--- src/rtl/irqb_pkg.sv ---
package irqb_pkg;
  // Byte offsets decoded by software drivers; the set/clear pairing is behaviour.
  localparam logic [7:0] OFS_EV_POST = 8'hA0;
  localparam logic [7:0] OFS_EV_ACK  = 8'hA4;
  localparam logic [7:0] OFS_EN_POST = 8'hA8;
  localparam logic [7:0] OFS_EN_ACK  = 8'hAC;

  typedef enum logic [2:0] {
    SEL_NONE,
    SEL_EV_POST,
    SEL_EV_ACK,
    SEL_EN_POST,
    SEL_EN_ACK
  } reg_sel_e;
endpackage

--- src/rtl/irqb_sync.sv ---
module irqb_sync #(
  parameter int NCH    = 4,
  parameter int STAGES = 2
) (
  input  logic           clk,
  input  logic           rst,
  input  logic [NCH-1:0] din,
  output logic [NCH-1:0] rise
);
  logic [NCH-1:0] stg [STAGES];
  logic [NCH-1:0] prev_q;

  generate
    for (genvar s = 0; s < STAGES; s++) begin : g_stage
      if (s == 0) begin : g_first
        always_ff @(posedge clk) begin
          if (rst) stg[0] <= '0;
          else     stg[0] <= din;
        end
      end else begin : g_next
        always_ff @(posedge clk) begin
          if (rst) stg[s] <= '0;
          else     stg[s] <= stg[s-1];
        end
      end
    end
  endgenerate

  always_ff @(posedge clk) begin
    if (rst) prev_q <= '0;
    else     prev_q <= stg[STAGES-1];
  end

  assign rise = stg[STAGES-1] & ~prev_q;
endmodule

--- src/rtl/irqb_decode.sv ---
module irqb_decode #(
  parameter int ADDR_W = 8
) (
  input  logic              [ADDR_W-1:0] addr,
  output irqb_pkg::reg_sel_e             sel
);
  import irqb_pkg::*;

  always_comb begin
    if (addr == ADDR_W'(OFS_EV_POST))      sel = SEL_EV_POST;
    else if (addr == ADDR_W'(OFS_EV_ACK))  sel = SEL_EV_ACK;
    else if (addr == ADDR_W'(OFS_EN_POST)) sel = SEL_EN_POST;
    else if (addr == ADDR_W'(OFS_EN_ACK))  sel = SEL_EN_ACK;
    else                                   sel = SEL_NONE;
  end
endmodule

--- src/rtl/irqb_regs.sv ---
module irqb_regs #(
  parameter int NCH = 4
) (
  input  logic               clk,
  input  logic               rst,
  input  logic               wr_en,
  input  irqb_pkg::reg_sel_e sel,
  input  logic [NCH-1:0]     wbits,
  input  logic [NCH-1:0]     rise,
  output logic [NCH-1:0]     ev_q,
  output logic [NCH-1:0]     en_q
);
  import irqb_pkg::*;

  logic [NCH-1:0] ev_set, ev_clr, en_set, en_clr;

  always_comb begin
    ev_set = rise;
    ev_clr = '0;
    en_set = '0;
    en_clr = '0;
    if (wr_en) begin
      unique case (sel)
        SEL_EV_POST: ev_set = rise | wbits;
        SEL_EV_ACK:  ev_clr = wbits;
        SEL_EN_POST: en_set = wbits;
        SEL_EN_ACK:  en_clr = wbits;
        default: ;
      endcase
    end
  end

  // Set is applied after clear, so a coincident edge is never lost.
  always_ff @(posedge clk) begin
    if (rst) begin
      ev_q <= '0;
      en_q <= '0;
    end else begin
      ev_q <= (ev_q & ~ev_clr) | ev_set;
      en_q <= (en_q & ~en_clr) | en_set;
    end
  end
endmodule

--- src/rtl/irq_bank_top.sv ---
module irq_bank_top #(
  parameter int NCH         = 4,
  parameter int ADDR_W      = 8,
  parameter int DATA_W      = 32,
  parameter int SYNC_STAGES = 2
) (
  input  logic              clk,
  input  logic              rst,
  input  logic              wr_en,
  input  logic              rd_en,
  input  logic [ADDR_W-1:0] addr,
  input  logic [DATA_W-1:0] wr_data,
  output logic [DATA_W-1:0] rd_data,
  output logic              rd_valid,
  input  logic [NCH-1:0]    chan_done,
  output logic              irq_out
);
  import irqb_pkg::*;

  reg_sel_e       sel;
  logic [NCH-1:0] rise_w;
  logic [NCH-1:0] ev_q;
  logic [NCH-1:0] en_q;
  logic [DATA_W-1:0] rd_word;
  logic           unused_hi;

  assign unused_hi = ^wr_data[DATA_W-1:NCH];

  irqb_sync #(.NCH(NCH), .STAGES(SYNC_STAGES)) u_sync (
    .clk (clk),
    .rst (rst),
    .din (chan_done),
    .rise(rise_w)
  );

  irqb_decode #(.ADDR_W(ADDR_W)) u_dec (
    .addr(addr),
    .sel (sel)
  );

  irqb_regs #(.NCH(NCH)) u_regs (
    .clk  (clk),
    .rst  (rst),
    .wr_en(wr_en),
    .sel  (sel),
    .wbits(wr_data[NCH-1:0]),
    .rise (rise_w),
    .ev_q (ev_q),
    .en_q (en_q)
  );

  always_comb begin
    unique case (sel)
      SEL_EV_POST:            rd_word = DATA_W'(ev_q);
      SEL_EV_ACK:             rd_word = DATA_W'(ev_q & en_q);
      SEL_EN_POST, SEL_EN_ACK: rd_word = DATA_W'(en_q);
      default:                rd_word = '0;
    endcase
  end

  always_ff @(posedge clk) begin
    if (rst) begin
      rd_data  <= '0;
      rd_valid <= 1'b0;
      irq_out  <= 1'b0;
    end else begin
      rd_valid <= rd_en;
      if (rd_en) rd_data <= rd_word;
      irq_out  <= |(ev_q & en_q);
    end
  end
endmodule

--- config.mk ---
export PLATFORM = sky130hd
export DESIGN_NAME = irq_bank_top
export DESIGN_NICKNAME = d
export VERILOG_FILES = /design/src/rtl/irqb_pkg.sv /design/src/rtl/irqb_sync.sv /design/src/rtl/irqb_decode.sv /design/src/rtl/irqb_regs.sv /design/src/rtl/irq_bank_top.sv
export SDC_FILE = /design/constraint.sdc
export NUM_CORES = 1
export LEC_CHECK = 0
export BUFFER_PORTS_ARGS = -buffer_cell sky130_fd_sc_hd__buf_2
export CAP_MARGIN = 5
export CORE_MARGIN = 10
export CORE_UTILIZATION = 34
export DETAILED_ROUTE_END_ITERATION = 8
export GPL_ROUTABILITY_DRIVEN = 0
export PLACE_DENSITY = 0.68
export SETUP_SLACK_MARGIN = 0.05
export SYNTH_ARGS = -nofsm -noshare
export SYNTH_HDL_FRONTEND = slang
export SYNTH_SLANG_ARGS = --single-unit
export TNS_END_PERCENT = 30
--- constraint.sdc ---
create_clock -name clk -period 2.6 [get_ports clk]
set_input_delay 0.39 -clock clk [delete_from_list [all_inputs] [get_ports clk]]
set_output_delay 0.39 -clock clk [all_outputs]
set_load 0.01 [all_outputs]
==> flow_summary.ini, run 1 <==
[floorplanning]
core_area_um2 = 3390
dieHeight_um = 79.78
dieArea_um2 = 6364
row_count = 21
start_util_pct = 35.84
die_w_um = 79.78
io_pins = 82

[critical_path]
cp.required_ns = 2.80
path_max_fanout = 7
crit_type = in -> reg
start_kind = primary input
r2r_end = rd_data[1]
end_kind = flip-flop
crit_arrival_ns = 1.54
reg2reg_slack_ns = 1.75
r2r_cells = 3
regToRegStartpoint = u_regs.ev_q[1]
endpoint = u_regs.ev_q[3]
crit_path_start = addr[3]

[sta]
fin_ws_ns = 1.258
hold_slack_ns = 0.2699
slew_violations = 0
min_period_ns = 1.342
rsz0062_at_grt = no
period_share_pct = 51.61
fmax_mhz = 745.2
skew_ns = 0.002624
hold_viol_final = 0
tns_ns = 0
setup_viol = 0

[global_route]
grt_pass1_vias = 814
antenna_found_initial = 0
grt_pass1_wl_um = 3946
grt_use_total_pct = 7.487
grt_overflow_total = 0
grt_start_max_net_pins = 17

[outcome]
outcome = completed

[placed_design]
dp_hpwl_um = 2030
port_buffers = 25
pre_cts_ws_ns = 0.9145

[clock_tree]
htree_levels = 1
cts.sinks = 26
cts_root_buf = clkbuf_4
clock_path_buffers = 2
cts_buffers = 3
cts_tree = done
clk_pin_slew_ns = 0.13
post_cts_buffers = 0
hold_buffers = 0
post_cts_resized = 0
worstSkewPairLatency_ns = 0.32

[power_and_ir_drop]
p_leak_nw = 0.6034
power_w = 0.0007629
power_density_nw_per_um2 = 573.6
irDropWorstVdd_v = 0.0003448

[synth]
ys_ff_latch = 26
yosys.cell_types.count = 24
yosysSeqAreaShare_pct = 42.84
synth.area.top_cells = dfxtp_1, buf_4, nor2b_1, nand2_1, mux2i_1
synth_cells = 127
synth.top_cell.area_share_pct = 42.84
synth-warning-count = 0
synth_area_per_cell_um2 = 9.566
syn-cell-area_um2 = 1215
synth_top_area_cell = dfxtp_1

[cells_and_area]
diodes = 0
layout_common_cells = conb_1, dfxtp_1, buf_2
final_core_util_pct = 39.24
fillCellCount = 365
syn2layout_area_growth_pct = 9.475
layout-drive-gt1-share_pct = 22.37
final_common_cell = conb_1
final_nets = 201

[routing]
drt-met1-wl_um = 1111
routed-wl-met3_um = 369
post_drt_wl_per_cell_um = 12.58
routed-wl-met2_um = 994
drt_first_iter_violations = 27
drcViolationCount = 0
top_layer = met4
postRouteAntennaNets = 0
avgViaCountPerCell = 4.303
first_pass_iters = 4
drt-total-wl_um = 2490
via_count = 852

[run]
maxCapViolCount = 0

[worst_hold_path]
hp-class = in -> reg
[synthesized netlist by cell type]
cell type  count
o21a_1         4
or4b_4         1
or2_2          1
and4bb_2       1
nand4bb_4      1
buf_4         28
nor2_1         2
or4_1          3
nand2_1       12
inv_1          4
a22oi_1        2
nor2b_1        9
nor4_1         1
o221ai_1       4
dfxtp_1       26
clkbuf_1       3
nand4_1        1
conb_1         1
o2111ai_1      4
o311ai_1       4
a21oi_1        5
inv_2          1
mux2i_1        4
nand2b_1       5
[registers in the layout (all words and copies together) (netlist names)]
register	count
irq_out	1
u_sync.prev_q	4
rd_valid	1
rd_data	4
u_regs.ev_q	4
u_regs.en_q	4
u_sync.stg	8
[layer usage]
metal  vias to the layer above  track usage, %
met5                         -               0
met4                         0           1.585
met3                         2           3.829
met2                        48           11.17
met1                       362           9.403
li1                        440               -
[how the worst min path moves through the flow]
stage	startpoint	to	cells past startpoint
6_report	chan_done[2]	u_sync.stg[0][2]	2
4_1_cts	chan_done[2]	u_sync.stg[0][2]	2
5_1_grt	chan_done[2]	u_sync.stg[0][2]	2
3_5_place_dp	u_sync.stg[1][0]	u_sync.prev_q[0]	2
2_1_floorplan	u_sync.stg[1][1]	u_sync.prev_q[1]	2
3_3_place_gp	u_sync.stg[0][0]	u_sync.stg[1][0]	1
[stage by stage]
step                std cells  cell area (um^2)
global route              198              1330
finish                    198              1330
CTS                       198              1330
global placement          194              1277
detailed placement        194              1277
floorplan                 154              1316
[worst max-delay path: stages]
cell and delay, ns:
buf_2 0.14, or4b_4 0.57, o311ai_1 0.29, o221ai_1 0.15
[report_power, final]
part	switching, W	internal (W)	total, W
Combinational	0.0000499	0.0000265	0.0000764
Sequential	0.00000505	0.000410	0.000415
Clock	0.000115	0.000156	0.000271
[area by class of cell]
cell class,instances,area [um^2],area share (%)
Multi-Input combinational cell,92,555.5,41.77
Sequential cell,26,520.5,39.13
Clock buffer,3,22.52,1.693
Clock inverter,1,30.03,2.258
Tap cell,46,57.56,4.327
Inverter,5,18.77,1.411
Timing Repair Buffer,25,125.1,9.407
[kinds of logic after synthesis]
kind of cell	after synthesis	synth area share (%)
AO/OA/AOI/OAI	23	14.42
AND/OR/NAND/NOR	37	19.36
buffers and inverters	36	19.77
flip-flops	26	42.84
multiplexers	4	3.296
other	1	0.3087
Note: power is estimated with default switching activity, not from simulation.
==> run 2, diff against run 1 <==
Settings changed: ABC_AREA set to 1.
Clock period 2.6 ns to 1.2 ns, I/O delays scaled along.
==> run 2 against run 1 <==
  * First-iteration DRC count increased by 70%
  * Die area up 9.2%
  * Worst setup slack worse by 1.0 ns
  * Worst hold slack got worse by 0.17 ns
  * Critical path depth is 4 higher
  * Power increased by 130%
  * Area after synthesis rose by 12%
  * Clock skew up 0.00081 ns
  * Via count is 26% higher
==> flow_summary.ini, run 2 <==
[outcome]
outcome = completed

[routing]
first_pass_iters = 4
postRouteAntennaNets = 0
drt-total-wl_um = 2715
drt_first_iter_violations = 46
via_count = 1077
post_drt_wl_per_cell_um = 10.21
drcViolationCount = 0
avgViaCountPerCell = 4.049

[global_route]
grt_start_max_net_pins = 16
grt_pass1_vias = 1058
grt_pass1_wl_um = 4616
antenna_found_initial = 0
grt_overflow_total = 0
grt_use_total_pct = 7.688

[synth]
yosys.cell_types.count = 25
synth-edff-count = 0
synth_fa_ha_area_share_pct = 0
synth_cells = 188
yosysSeqAreaShare_pct = 38.13
synth_mux_area_share_pct = 0
synth_commonest_cells = nand2_1, inv_1, buf_4
synth.area.top_cells = dfxtp_1, buf_4, nand2_1, inv_1, nand3_1
synth_most_common_cell = nand2_1
synth_top_family_by_area = simple AND/OR/NAND/NOR gates
synth_xor_area_share_pct = 0
synth_top_area_cell = dfxtp_1
ys.flop_type = dfxtp_1
synth-warning-count = 0
ys_async_sr_fraction_pct = 0
ys_ff_latch = 26
synth_compound_area_share_pct = 9.441
syn-cell-area_um2 = 1365
synth_area_per_cell_um2 = 7.261
synth.top_cell.area_share_pct = 38.13
yosys.area_share.simple_pct = 26.76

[critical_path]
path_max_fanout = 3
cp.required_ns = 1.41
end_kind = flip-flop
start_kind = flip-flop
crit_arrival_ns = 1.18
crit_type = reg -> reg
reg2reg_slack_ns = 0.23

[floorplanning]
dieArea_um2 = 6950
io_pins = 82
die_w_um = 83.37
dieHeight_um = 83.37
core_area_um2 = 3771
start_util_pct = 36.20
row_count = 22

[power_and_ir_drop]
power_density_nw_per_um2 = 1158
sequentialPowerShare_pct = 50.1
combinationalPowerShare_pct = 10.1
swShare_pct = 22.18
p_int_w = 0.001393
irDropWorstVdd_v = 0.0008633
p_leak_nw = 0.7961
net-switching-power_w = 0.0003971
clockPowerShare_pct = 39.8

[clock_tree]
post_cts_resized = 0
cts_root_buf = clkbuf_8
cts_buffers = 3
hold_buffers = 0
clk_pin_slew_ns = 0.09
post_cts_buffers = 0
worstSkewPairLatency_ns = 0.27
cts_tree = done
clock_path_buffers = 2
cts.sinks = 26
htree_levels = 1

[worst_hold_path]
hp-class = in -> reg

[placed_design]
port_buffers = 25
pre_cts_ws_ns = 0.002421
dp_hpwl_um = 2256

[sta]
skew_ns = 0.003435
hold_viol_final = 0
tns_ns = 0
slew_violations = 0
fmax_mhz = 1032
rsz0062_at_grt = no
fin_ws_ns = 0.2312
setup_viol = 0
period_share_pct = 80.73
min_period_ns = 0.9688

[cells_and_area]
top_register = u_sync.stg
largest_register_ffs = 8
layout_common_cells = nand2_1, inv_1, conb_1
fillCellCount = 411
final_nets = 267
final_common_cell = nand2_1
diodes = 0
syn2layout_area_growth_pct = 13.29
layout-drive-gt1-share_pct = 24.77

[run]
maxCapViolCount = 0
[run 2: area by class of cell]
class                           instances  area, um^2  share of cell area (%)
Tap cell                               48       60.06                   3.884
Multi-Input combinational cell        127       599.3                   38.75
Inverter                               30       112.6                   7.282
Clock inverter                          1       30.03                   1.942
Timing Repair Buffer                   31       182.7                   11.81
Clock buffer                            3       41.29                   2.670
Sequential cell                        26       520.5                   33.66
[run 2: power groups by stage]
stage / clock (W) / combinational, W / sequential [W]
global route: 0.000768 / 0.000207 / 0.000901
detailed placement: 0 / 0.000176 / 0.000918
finish: 0.000713 / 0.000180 / 0.000898
global placement: 0 / 0.000175 / 0.000917
CTS: 0.000736 / 0.000177 / 0.000898
floorplan: 0 / 0.000183 / 0.000916
[run 2: cell families (layout without fill, tap and decap cells)]
| group | after synthesis | in the layout |
|---|---|---|
| flip-flops | 26 | 26 |
| AO/OA/AOI/OAI | 21 | 21 |
| buffers and inverters | 62 | 65 |
| AND/OR/NAND/NOR | 78 | 78 |
| other | 1 | 28 |
[run 2: per-layer routing]
layer,share of wire [%],GRT usage (%),vias up
met5,0,0,-
met4,1.8,2.923,0
met3,9.2,3.809,7
met2,48,13.48,34
met1,41,7.572,457
li1,-,-,579
[run 2: critical path, cell delays in order, from the launching register on]
cell,delay [ns]
dfxtp_1,0.37
nand2_1,0.08
inv_1,0.06
nand3_1,0.07
nand2_1,0.07
inv_1,0.03
nand2_1,0.06
nand2_1,0.06
a21oi_2,0.10
[run 2: per-stage QoR]
step	std cells	cell area [um^2]	power [W]	utilization, %	hold WS, ns
after floorplan	215	1466	0.001099	-	0.2870
after global placement	262	1475	0.001092	39.12	0.3784
after detailed placement	262	1475	0.001094	39.12	0.3846
after CTS	266	1546	0.001811	41.01	0.09363
after global routing	266	1546	0.001875	41.01	0.1066
final	266	1546	0.001790	41.01	0.1008
[run 2: worst paths after layout]
path | end | depth (start not counted) | startpoint
worst min-delay path | u_sync.stg[0][2] | 3 | chan_done[2]
worst min register to register | u_sync.stg[1][1] | 2 | u_sync.stg[0][1]
worst max-delay path | rd_data[0] | 8 | u_regs.en_q[0]
worst max register to register | rd_data[0] | 8 | u_regs.en_q[0]
